--- config.mk ---
export PLATFORM = sky130hd
export DESIGN_NAME = wdt_guard
export DESIGN_NICKNAME = d
export VERILOG_FILES = /design/src/rtl/wdt_pkg.sv /design/src/rtl/wdt_svc_filter.sv /design/src/rtl/wdt_window_fsm.sv /design/src/rtl/wdt_fault_drv.sv /design/src/rtl/wdt_guard.sv
export SDC_FILE = /design/constraint.sdc
export NUM_CORES = 1
export LEC_CHECK = 0
export BUFFER_PORTS_ARGS = -buffer_cell sky130_fd_sc_hd__buf_2
export CAP_MARGIN = 5
export CORE_MARGIN = 2
export CORE_UTILIZATION = 40
export DETAILED_ROUTE_END_ITERATION = 10
export HOLD_SLACK_MARGIN = 0.1
export PLACE_DENSITY_LB_ADDON = 0.2
export REMOVE_ABC_BUFFERS = 1
export SYNTH_ARGS = -nofsm -noshare
export SYNTH_HDL_FRONTEND = slang
export SYNTH_SLANG_ARGS = --single-unit
--- constraint.sdc ---
create_clock -name clk -period 7.4 [get_ports clk]
set_clock_uncertainty 0.15 [all_clocks]
set_input_delay 0.74 -clock clk [delete_from_list [all_inputs] [get_ports clk]]
set_output_delay 0.74 -clock clk [all_outputs]
set_load 0.03 [all_outputs]
--- src/rtl/wdt_pkg.sv ---
package wdt_pkg;

    typedef enum logic [2:0] {
        WD_OFF    = 3'd0,
        WD_INIT   = 3'd1,
        WD_OPEN   = 3'd2,
        WD_CLOSED = 3'd3,
        WD_HOLD   = 3'd4
    } wdt_state_e;

    typedef struct packed {
        logic std_mode;
        logic long_per;
        logic ratio_hi;
    } wdt_cfg_t;

    localparam int unsigned LONG_SCALE = 5;
    localparam int unsigned INIT_SCALE = 8;

    function automatic int unsigned period_len(input int unsigned base, input logic long_per);
        return long_per ? base * LONG_SCALE : base;
    endfunction

    function automatic int unsigned init_len(input int unsigned base, input logic long_per);
        return INIT_SCALE * period_len(base, long_per);
    endfunction

    function automatic int unsigned closed_len(input int unsigned base, input wdt_cfg_t cfg);
        int unsigned p;
        p = period_len(base, cfg.long_per);
        return cfg.ratio_hi ? p / 9 : p / 2;
    endfunction

    function automatic int unsigned open_len(input int unsigned base, input wdt_cfg_t cfg);
        int unsigned p;
        p = period_len(base, cfg.long_per);
        if (cfg.std_mode)
            return p;
        return cfg.ratio_hi ? (p / 9) * 8 : p / 2;
    endfunction

endpackage

--- src/rtl/wdt_svc_filter.sv ---
module wdt_svc_filter #(
    parameter int unsigned MIN_SVC_TICKS = 4
) (
    input  logic clk,
    input  logic rst,
    input  logic tick,
    input  logic svc_in,
    output logic svc_evt
);
    localparam int unsigned CW = $clog2(MIN_SVC_TICKS + 1);
    localparam logic [CW-1:0] LAST = CW'(MIN_SVC_TICKS - 1);
    localparam logic [CW-1:0] FULL = CW'(MIN_SVC_TICKS);

    logic [CW-1:0] high_cnt_q;

    always_ff @(posedge clk) begin
        if (rst || !svc_in)
            high_cnt_q <= '0;
        else if (tick && high_cnt_q < FULL)
            high_cnt_q <= high_cnt_q + 1'b1;
    end

    assign svc_evt = tick && svc_in && (high_cnt_q == LAST);

endmodule

--- src/rtl/wdt_window_fsm.sv ---
module wdt_window_fsm
    import wdt_pkg::*;
#(
    parameter int unsigned BASE_TICKS = 72,
    parameter int unsigned HOLD_TICKS = 16,
    parameter int unsigned TW         = 12
) (
    input  logic       clk,
    input  logic       rst,
    input  logic       tick,
    input  logic       run,
    input  wdt_cfg_t   cfg,
    input  logic       svc_evt,
    output wdt_state_e st
);
    wdt_state_e    st_q, st_d;
    logic [TW-1:0] tmr_q, tmr_d;
    logic [TW-1:0] lim;
    logic          expire;

    always_comb begin
        unique case (st_q)
            WD_INIT:   lim = TW'(init_len(BASE_TICKS, cfg.long_per));
            WD_OPEN:   lim = TW'(open_len(BASE_TICKS, cfg));
            WD_CLOSED: lim = TW'(closed_len(BASE_TICKS, cfg));
            WD_HOLD:   lim = TW'(HOLD_TICKS);
            default:   lim = TW'(1);
        endcase
    end

    assign expire = (tmr_q == lim - 1'b1);

    always_comb begin
        st_d  = st_q;
        tmr_d = tmr_q;
        if (!run) begin
            st_d  = WD_OFF;
            tmr_d = '0;
        end else begin
            unique case (st_q)
                WD_OFF: begin
                    st_d  = WD_INIT;
                    tmr_d = '0;
                end
                WD_INIT, WD_OPEN: begin
                    if (tick) begin
                        if (svc_evt) begin
                            st_d  = cfg.std_mode ? WD_OPEN : WD_CLOSED;
                            tmr_d = '0;
                        end else if (expire) begin
                            st_d  = WD_HOLD;
                            tmr_d = '0;
                        end else begin
                            tmr_d = tmr_q + 1'b1;
                        end
                    end
                end
                WD_CLOSED: begin
                    if (tick) begin
                        if (svc_evt) begin
                            st_d  = WD_HOLD;
                            tmr_d = '0;
                        end else if (expire) begin
                            st_d  = WD_OPEN;
                            tmr_d = '0;
                        end else begin
                            tmr_d = tmr_q + 1'b1;
                        end
                    end
                end
                WD_HOLD: begin
                    if (tick) begin
                        if (expire) begin
                            st_d  = WD_INIT;
                            tmr_d = '0;
                        end else begin
                            tmr_d = tmr_q + 1'b1;
                        end
                    end
                end
                default: begin
                    st_d  = WD_OFF;
                    tmr_d = '0;
                end
            endcase
        end
    end

    always_ff @(posedge clk) begin
        if (rst) begin
            st_q  <= WD_OFF;
            tmr_q <= '0;
        end else begin
            st_q  <= st_d;
            tmr_q <= tmr_d;
        end
    end

    assign st = st_q;

endmodule

--- src/rtl/wdt_fault_drv.sv ---
module wdt_fault_drv
    import wdt_pkg::*;
(
    input  logic       pgood,
    input  logic       en_n,
    input  logic       osc_bad,
    input  wdt_state_e st,
    output logic       fault_n,
    output logic       fault_hiz
);
    logic active;

    assign active    = pgood && !en_n;
    assign fault_n   = !active || (!osc_bad && st != WD_HOLD);
    assign fault_hiz = !pgood;

endmodule

--- src/rtl/wdt_guard.sv ---
module wdt_guard
    import wdt_pkg::*;
#(
    parameter int unsigned BASE_TICKS    = 72,
    parameter int unsigned HOLD_TICKS    = 16,
    parameter int unsigned MIN_SVC_TICKS = 4
) (
    input  logic clk,
    input  logic rst,
    input  logic tick,
    input  logic mode_std,
    input  logic long_sel,
    input  logic ratio_sel,
    input  logic svc_in,
    input  logic en_n,
    input  logic pgood,
    input  logic osc_bad,
    output logic fault_n,
    output logic fault_hiz
);
    localparam int unsigned MAX_WIN = INIT_SCALE * LONG_SCALE * BASE_TICKS;
    localparam int unsigned MAX_LEN = (MAX_WIN > HOLD_TICKS) ? MAX_WIN : HOLD_TICKS;
    localparam int unsigned TW      = $clog2(MAX_LEN + 1);

    wdt_cfg_t   cfg;
    wdt_state_e st_w;
    logic       svc_evt;
    logic       run;

    assign cfg = '{std_mode: mode_std, long_per: long_sel, ratio_hi: ratio_sel};
    assign run = pgood && !en_n && !osc_bad;

    wdt_svc_filter #(
        .MIN_SVC_TICKS(MIN_SVC_TICKS)
    ) u_filter (
        .clk     (clk),
        .rst     (rst),
        .tick    (tick),
        .svc_in  (svc_in),
        .svc_evt (svc_evt)
    );

    wdt_window_fsm #(
        .BASE_TICKS (BASE_TICKS),
        .HOLD_TICKS (HOLD_TICKS),
        .TW         (TW)
    ) u_fsm (
        .clk     (clk),
        .rst     (rst),
        .tick    (tick),
        .run     (run),
        .cfg     (cfg),
        .svc_evt (svc_evt),
        .st      (st_w)
    );

    wdt_fault_drv u_drv (
        .pgood     (pgood),
        .en_n      (en_n),
        .osc_bad   (osc_bad),
        .st        (st_w),
        .fault_n   (fault_n),
        .fault_hiz (fault_hiz)
    );

endmodule

==> results of run 1 <==
worst register-to-register path, delay by kind of cell, from the launching register on:
family,cells,cell delay [ns]
AND/OR/NAND/NOR,3,1.32
AO/OA/AOI/OAI,3,0.76
flip-flops,1,0.69
XOR/XNOR,1,0.30
multiplexers,1,0.25
cell usage after synthesis (5+ instances only):
cell type / instances / area share
dfxtp_1: 18 / 0.27
nor2_1: 12 / 0.033
a21oi_1: 11 / 0.041
nor3_1: 11 / 0.041
a31oi_1: 10 / 0.046
nand2b_1: 10 / 0.046
o21ai_0: 10 / 0.037
inv_1: 8 / 0.022
nand3_1: 7 / 0.026
and3_1: 6 / 0.028
clkbuf_8: 5 / 0.051
nand2_1: 5 / 0.014
layer usage:
| layer | up-vias | track usage | share of wire |
|---|---|---|---|
| li1 | 646 | - | - |
| met1 | 602 | 0.224 | 0.48 |
| met2 | 34 | 0.270 | 0.47 |
| met3 | 4 | 0.0362 | 0.045 |
| met4 | 0 | 0.0306 | 0.0078 |
| met5 | - | 0 | 0 |
path summary, 6_finish.rpt:
check | start | cells past startpoint | end | slack [ns]
setup / recovery | u_fsm.st[0] | 8 | u_fsm.tmr_q[5] | 3.87
hold / removal | u_filter.high_cnt_q[2] | 2 | u_filter.high_cnt_q[2] | 0.36
setup reg to reg | u_fsm.st[0] | 8 | u_fsm.tmr_q[5] | 3.87
hold reg to reg | u_filter.high_cnt_q[2] | 2 | u_filter.high_cnt_q[2] | 0.36
area by class of cell:
cell class / count / area share
inverters: 8 / 0.0213
clock buffers: 4 / 0.0257
multi-input cells: 133 / 0.618
flip-flops and latches: 18 / 0.255
well taps: 46 / 0.0407
repair buffers: 11 / 0.0390
state kept, by name, indices dropped and copies added (netlist names):
signal,flops
u_filter.high_cnt_q,3
u_fsm.st,3
u_fsm.tmr_q,12
stage by stage:
| stage | setup WS [ns] | utilization |
|---|---|---|
| final | 3.87 | 0.430 |
| after global routing | 3.46 | 0.430 |
| after CTS | 3.88 | 0.430 |
| after detailed placement | 3.88 | 0.419 |
| after global placement | 4.02 | 0.419 |
| after floorplan | 4.40 | - |
cell families after synthesis:
group / after synthesis / share of synthesized area
compound gates: 52 / 0.254
xor+xnor: 4 / 0.0314
fa+ha+maj: 3 / 0.0277
buf+inv: 16 / 0.0896
flops: 18 / 0.266
mux: 3 / 0.0222
simple gates: 71 / 0.309
power breakdown:
part,switching (uW),total (uW),internal (uW)
clock network,31.7,61.7,30.0
registers,0.986,98.4,97.4
logic,10.7,18.8,8.08
==> impl_metrics.csv, run 1 <==
group,metric,value,unit
grt,grt_max_degree,20,
pwr,power_leakage,0.000502,uW
layout,drive_gt1_frac,0.138,
layout,mostFrequentLayoutCells,"dfxtp_1 (18), nor2_1 (12), nor3_1 (11), a21oi_1 (11), buf_2 (11)",
worst_setup_path,critPathRequiredTime,7.48,ns
grt,grt_antenna_before_repair,0,
timing,min_period_over_period,0.477,
route,wl_per_cell,14.0,um
grt,grt_util_all_layers,0.164,
placed_design,hpwl,2230,um
worst_setup_path,end_kind,"register",
worst_setup_path,cp_max_fo,19,
cts,post-cts-setup-buffers,0,
worst_hold_path,hold_path_class,"reg -> reg",
synthesis,ys.flop_type,"dfxtp_1",
timing,rsz0062_at_grt,"no",
grt,grt_pass1_vias,1133,
cts,clkTransAtPathRegs,0.11,ns
timing,whs,0.356,ns
layout,final_cells,220,
floorplan,placementRows,21,
synthesis,async_reset_ff_frac,0,
worst_setup_path,cp-start-kind,"register",
layout,finalInstanceArea,0.00141,sq mm
layout,syn_to_final_growth,4.25,%
timing,slew_violations,0,
worst_setup_path,cp.buffers_inverters,0,
placed_design,globalplace.congestion,0.827,
timing,setup_viol,0,
cts,root_buffer,"clkbuf_4",
worst_setup_path,slowest_stage,"nor3_1",
placed_design,dp.cells,216,
floorplan,die_h,62.2,um
layout,seqCellArea,360,sq um
route,num_vias,1286,
cts,cts_hold_buf,0,
placed_design,post_dp_cell_area,0.00138,sq mm
synthesis,netlist_instances,167,
pwr,vdd_drop_max,0.0000934,V
layout,fill_cells,345,
synthesis,syn_area,0.00136,sq mm
cts,cts.sinks,18,
pwr,powerDensity,127,mW/mm^2
floorplan,die-area,0.00387,sq mm
outcome,outcome,"finished clean",
route,postRouteAntennaNets,0,
synthesis,yosys.cell_types.count,53,
synthesis,synth_seq_cells,18,
timing,hold_viol_final,0,
worst_setup_path,cp_slowest_stage_delay,1.01,ns
route,drt_wl_total,3070,um
cts,tritoncts,"built",
synthesis,ys_seq_area_frac,0.266,
run,maxCapViolations,0,
cts,cts_resized,0,
grt,grt_overflow,0,
grt,grt_first_pass_wirelength,5220,um
timing,fin_setup_tns,0,ns
layout,final_common_cell,"dfxtp_1",
cts,clk_latency,0.30,ns
layout,multiInputGateArea,873,sq um
route,firstDrtPassIters,5,
floorplan,core_area,0.00328,sq mm
cts,htreeDepth,1,
floorplan,io_pins,12,
placed_design,port_buffers,11,
worst_setup_path,cp.arrival,3.61,ns
synthesis,synth_edf_count,0,
layout,design.final.nets,188,
timing,max_freq,0.284,GHz
floorplan,initial_utilization,0.413,
timing,worst_pin_slew,1.25,ns
worst_setup_path,critical_path.top_delay_family,"simple AND/OR/NAND/NOR gates",
worst_setup_path,crit_chain,"nor2_1 -> xnor2_2 -> mux2i_1 -> a2bb2oi_1 -> nor4_4 -> nor3_1 -> o21ai_0 -> a31oi_1",
route,via_per_inst,5.85,
floorplan,die_w,62.2,um
layout,num_antenna_cells,0,
worst_setup_path,path_class,"reg -> reg",
cts,cts_buffer_depth,2,
synthesis,avgSynthCellArea,8.11,sq um
pwr,total_power,179,uW
timing,min_period,3.53,ns
synthesis,ys_warn_count,0,
timing,slew_headroom,0.158,
route,drt-initial-drc-count,76,
cts,cts_inserted_buffers,3,
route,drc,0,
Note: power is estimated with default switching activity, not from simulation.
==> inputs of run 2 (changes only) <==
ABC_AREA = 1   (was not set)
clock period = 3.65 ns   (was 7.4 ns; I/O delays follow)
==> run 2 against run 1 <==
Net effect: via count grew 4.4%; flip-flop and latch count is the same; die area grew 1.5%; power grew 110%; register-to-register slack lost 2.6 ns; final cell count grew 25%; critical endpoint is now u_fsm.tmr_q[10]; largest cell class unchanged.
==> impl_metrics.csv, run 2 <==
group,metric,value,unit
synthesis,ys_seq_area_frac,0.262,
timing,min_period,2.41,ns
run,maxCapViolations,0,
synthesis,netlist_instances,218,
cts,clkTransAtPathRegs,0.11,ns
outcome,outcome,"finished clean",
pwr,swShare,0.261,
synthesis,synth_edf_count,0,
cts,cts_inserted_buffers,3,
layout,final_common_cell,"nand2_1",
placed_design,port_buffers,11,
cts,cts_resized,0,
grt,grt_max_degree,13,
grt,grt_pass1_vias,1238,
synthesis,synth_top_family_by_area,"simple AND/OR/NAND/NOR gates",
cts,clk_latency,0.30,ns
worst_setup_path,cp.arrival,2.49,ns
timing,min_period_over_period,0.659,
synthesis,syn_area,0.00138,sq mm
route,drt-initial-drc-count,105,
cts,cts_buffer_depth,2,
route,drc,0,
synthesis,synth-adder-area-share,0.0272,
worst_setup_path,cp_max_fo,12,
floorplan,io_pins,12,
synthesis,yosys.area.top_type,"dfxtp_1",
route,num_vias,1343,
route,drt_wl_total,2960,um
worst_setup_path,reg2reg_slack,1.24,ns
floorplan,die_w,62.7,um
pwr,combPwrFrac,0.117,
cts,root_buffer,"clkbuf_4",
worst_setup_path,regToRegEndpoint,"u_fsm.tmr_q[10]",
timing,slew_headroom,0.456,
worst_setup_path,reg2reg_from,"u_filter.high_cnt_q[0]",
floorplan,core_area,0.00331,sq mm
route,firstDrtPassIters,4,
synthesis,synthMuxAreaShare,0,
pwr,power_leakage,0.000602,uW
timing,max_freq,0.416,GHz
layout,num_antenna_cells,0,
worst_setup_path,end_kind,"register",
layout,largest_register_ffs,12,
worst_setup_path,path_class,"reg -> reg",
grt,grt_antenna_before_repair,0,
worst_setup_path,endpoint,"u_fsm.tmr_q[10]",
layout,syn_to_final_growth,9.63,%
synthesis,async_reset_ff_frac,0,
synthesis,synth_most_common_cell,"nand2_1",
synthesis,avgSynthCellArea,6.32,sq um
synthesis,synthTopCellsByArea,"dfxtp_1 (26%), nand2_1 (14%), a21oi_1 (7.6%), nor2_1 (7.1%), inv_1 (6.8%)",
timing,whs,0.201,ns
grt,grt_first_pass_wirelength,5610,um
pwr,powerDensity,244,mW/mm^2
layout,final_cells,276,
synthesis,ys_warn_count,0,
route,wl_per_cell,10.7,um
placed_design,hpwl,2260,um
placed_design,dp.cells,272,
route,via_per_inst,4.87,
layout,mostFrequentLayoutCells,"nand2_1 (51), nor2_1 (26), inv_1 (25), a21oi_1 (21), dfxtp_1 (18)",
cts,htreeDepth,1,
timing,worst_pin_slew,0.813,ns
synthesis,synth-xor-area-share,0.0509,
worst_hold_path,whs_path_depth,4,
layout,largest_register,"u_fsm.tmr_q",
floorplan,initial_utilization,0.416,
worst_setup_path,reg2regPathDepth,10,
floorplan,placementRows,21,
synthesis,yosys.area_share.simple,0.429,
cts,cts.sinks,18,
layout,drive_gt1_frac,0.161,
worst_setup_path,cp-start-kind,"register",
pwr,seqPwrFrac,0.539,
cts,cts_hold_buf,0,
synthesis,synth_top_area_share,0.262,
timing,rsz0062_at_grt,"no",
grt,grt_overflow,0,
worst_setup_path,startpoint,"u_filter.high_cnt_q[0]",
pwr,vdd_drop_max,0.000155,V
timing,hold_viol_final,0,
cts,tritoncts,"built",
synthesis,synth_compound_area_frac,0.138,
worst_setup_path,critPathRequiredTime,3.73,ns
pwr,pwr-share-clk,0.344,
timing,fin_setup_tns,0,ns
layout,fill_cells,366,
synthesis,ys.flop_type,"dfxtp_1",
worst_hold_path,hold_path_class,"in -> reg",
cts,post-cts-setup-buffers,0,
floorplan,die_h,62.7,um
layout,design.final.nets,244,
floorplan,die-area,0.00393,sq mm
timing,setup_viol,0,
placed_design,globalplace.congestion,0.799,
grt,grt_util_all_layers,0.175,
route,postRouteAntennaNets,0,
pwr,p_sw,96.3,uW
synthesis,synth_commonest_cells,"nand2_1 (51), nor2_1 (26), inv_1 (25)",
synthesis,yosys.cell_types.count,33,
synthesis,synth_seq_cells,18,
pwr,p_int,272,uW
timing,slew_violations,0,
[run 2: cell types whose count changed after synthesis, sizes merged, moves of 8 or more]
cell    previous run  this run
nand2              5        54
a21oi             11        22
inv                8        28
nand2b            10         0
a31oi             10         2
nor2              12        32
nor3              11         3
nand3              7        18
[run 2: worst min path at each step]
stage                                 startpoint                      to  slack (ns)
final                                        rst             u_fsm.st[1]        0.20
after global placement           u_fsm.tmr_q[10]         u_fsm.tmr_q[10]        0.32
after CTS                                osc_bad             u_fsm.st[1]        0.19
after detailed placement         u_fsm.tmr_q[10]         u_fsm.tmr_q[10]        0.32
after floorplan           u_filter.high_cnt_q[1]  u_filter.high_cnt_q[1]        0.30
after global routing                     osc_bad             u_fsm.st[1]        0.23
[run 2: through the flow]
stage	cell area, sq um	utilization	total power (uW)	setup slack [ns]
floorplan	1350	-	232	1.61
global placement	1470	0.445	246	1.36
detailed placement	1470	0.445	246	1.29
CTS	1510	0.456	373	1.25
global route	1510	0.456	388	1.02
finish	1510	0.456	369	1.24
[run 2: metal layers]
layer	vias up	part of all wire	GRT usage
met2	14	0.39	0.259
met3	5	0.023	0.0234
met4	0	0.016	0.0667
met5	-	0	0
li1	736	-	-
met1	588	0.57	0.255
[run 2: power groups by stage]
stage / clock network [uW] / registers, uW / logic (uW)
CTS: 131 / 199 / 43.2
floorplan: 0 / 203 / 28.7
finish: 127 / 199 / 43.0
global placement: 0 / 203 / 42.7
detailed placement: 0 / 203 / 43.1
global route: 139 / 199 / 49.2
[run 2: critical path, stage by stage, from the launching register on]
cell	delay [ns]
dfxtp_1	0.34
ha_1	0.20
ha_1	0.17
nand3_1	0.11
inv_1	0.10
a21oi_2	0.16
inv_1	0.05
nor2_1	0.61
a21boi_0	0.25
o21ai_1	0.08
a21oi_1	0.11
[run 2: area by class of cell]
class | count | area [sq um] | share of cell area
Clock buffer | 4 | 36.3 | 0.0240
Inverter | 28 | 105 | 0.0696
Multi-Input combinational cell | 168 | 888 | 0.588
Sequential cell | 18 | 360 | 0.239
Tap cell | 46 | 57.6 | 0.0381
Timing Repair Buffer | 12 | 62.6 | 0.0414
[run 2: kinds of logic (layout without fill, tap and decap cells)]
group | Yosys count | after routing
compound gates | 34 | 34
flops | 18 | 18
fa+ha+maj | 3 | 3
buf+inv | 32 | 44
xor+xnor | 8 | 8
simple gates | 123 | 123
==> inputs of run 3 (changes only) <==
clock period = 2.35 ns   (was 3.65 ns; I/O delays follow)
==> run 3 against run 2 <==
Net effect: hold slack worse by 0.0030 ns; non-clock buffer count is 5 higher; via count is 2.3% higher; maximum frequency is 16% higher; highest routed layer unchanged; critical path depth is 4 higher; core utilization is 0.94 points higher; setup slack worse by 0.97 ns; flip-flop and latch count stayed put.
==> impl_metrics.csv, run 3 (synthesized netlist as in run 2, its figures left out) <==
group,metric,value,unit
worst_setup_path,cp_max_fo,10,
worst_setup_path,end_kind,"register",
worst_setup_path,endpoint,"u_fsm.tmr_q[9]",
pwr,powerDensity,350,mW/mm^2
route,firstDrtPassIters,4,
layout,drive_gt1_frac,0.162,
route,via_per_inst,4.91,
route,drt_wl_total,2980,um
cts,htreeDepth,1,
layout,design.final.nets,249,
placed_design,globalplace.congestion,0.891,
placed_design,post_dp_cell_area,0.00149,sq mm
floorplan,initial_utilization,0.416,
worst_setup_path,regToRegEndpoint,"u_fsm.tmr_q[9]",
cts,tritoncts,"built",
floorplan,die_h,62.7,um
floorplan,io_pins,12,
worst_setup_path,startpoint,"u_fsm.st[0]",
timing,setup_viol,0,
layout,fill_cells,372,
worst_setup_path,critPathRequiredTime,2.38,ns
floorplan,placementRows,21,
timing,max_freq,0.483,GHz
pwr,total_power,540,uW
worst_hold_path,hold_path_class,"in -> reg",
worst_setup_path,reg2reg_slack,0.28,ns
layout,seqCellArea,360,sq um
cts,cts_inserted_buffers,3,
grt,grt_first_pass_wirelength,5580,um
route,drt-initial-drc-count,119,
layout,syn_to_final_growth,11.9,%
timing,slew_headroom,0.745,
route,postRouteAntennaNets,0,
layout,num_antenna_cells,0,
pwr,vdd_drop_max,0.000176,V
layout,final_common_cell,"nand2_1",
route,drc,0,
layout,mostFrequentLayoutCells,"nand2_1 (51), nor2_1 (26), inv_1 (25), a21oi_1 (21), dfxtp_1 (18)",
timing,hold_viol_final,0,
grt,grt_max_degree,14,
layout,finalInstanceArea,0.00154,sq mm
floorplan,die-area,0.00393,sq mm
worst_setup_path,cp.arrival,2.10,ns
route,wl_per_cell,10.7,um
cts,clk_latency,0.30,ns
placed_design,port_buffers,11,
cts,cts.sinks,18,
pwr,power_leakage,0.000620,uW
floorplan,die_w,62.7,um
outcome,outcome,"finished clean",
grt,grt_util_all_layers,0.171,
worst_setup_path,path_class,"reg -> reg",
grt,grt_overflow,0,
grt,grt_pass1_vias,1256,
cts,cts_buffer_depth,2,
worst_setup_path,reg2regPathDepth,14,
timing,min_period_over_period,0.882,
placed_design,hpwl,2280,um
timing,fin_setup_tns,0,ns
cts,root_buffer,"clkbuf_4",
grt,grt_antenna_before_repair,0,
timing,rsz0062_at_grt,"no",
placed_design,dp.cells,274,
run,maxCapViolations,0,
timing,slew_violations,0,
timing,min_period,2.07,ns
cts,clkTransAtPathRegs,0.10,ns
layout,final_cells,280,
cts,cts_resized,0,
route,num_vias,1374,
layout,largest_register,"u_fsm.tmr_q",
layout,multiInputGateArea,888,sq um
worst_setup_path,cp-start-kind,"register",
layout,largest_register_ffs,12,
worst_setup_path,reg2reg_from,"u_fsm.st[0]",
timing,worst_pin_slew,0.381,ns
timing,whs,0.198,ns
floorplan,core_area,0.00331,sq mm
## run 3: per-stage QoR
stage	worst slack (ns)	util
floorplan	0.309	-
global placement	0.309	0.450
detailed placement	0.299	0.450
CTS	0.273	0.466
global route	0.0242	0.466
finish	0.278	0.466
## run 3: layout make-up
type,instances,area share
Timing Repair Buffer,17,0.0698
Multi-Input combinational cell,168,0.576
Clock buffer,3,0.0146
Inverter,28,0.0682
Tap cell,46,0.0373
Sequential cell,18,0.234
## run 3: worst min-delay path by stage
stage | startpoint | end | cells after the start
floorplan | svc_in | u_filter.high_cnt_q[1] | 2
global placement | u_fsm.tmr_q[1] | u_fsm.tmr_q[1] | 2
detailed placement | u_filter.high_cnt_q[1] | u_filter.high_cnt_q[1] | 2
CTS | tick | u_filter.high_cnt_q[2] | 5
global route | tick | u_filter.high_cnt_q[1] | 4
finish | tick | u_filter.high_cnt_q[2] | 5
## run 3: what timing repair did
| action | in CTS | in global routing |
|---|---|---|
| hold buffers | 3 | 0 |
| buffers inserted | 0 | 0 |
| endpoints found under the setup margin | 0 | 0 |
| endpoints found under the hold margin | 6 | 0 |
## run 3: worst max-delay path, stage by stage, from the launching register on
cell and delay, ns:
dfxtp_1 0.45, nor2_2 0.10, nand2_2 0.13, inv_2 0.07, nor2_4 0.20, inv_2 0.05, nand3_2 0.08, nand2_1 0.05
nand2_1 0.06, nand2_1 0.04, nor2_1 0.11, nand4_2 0.10, buf_4 0.19, nand3b_1 0.09, a21oi_1 0.06
## run 3: report_power, final
part           internal, uW  switching [uW]  leakage [uW]
clock network          59.8            97.2     0.0000138
logic                  27.7            46.5      0.000461
registers               307            2.06      0.000145
total                   394             146      0.000620
## run 3: layer usage
layer,share of wire,GRT usage,wire length (um)
met5,0,0,0
met4,0.012,0.0667,37
met3,0.021,0.0180,64
met2,0.42,0.258,1250
met1,0.55,0.250,1640
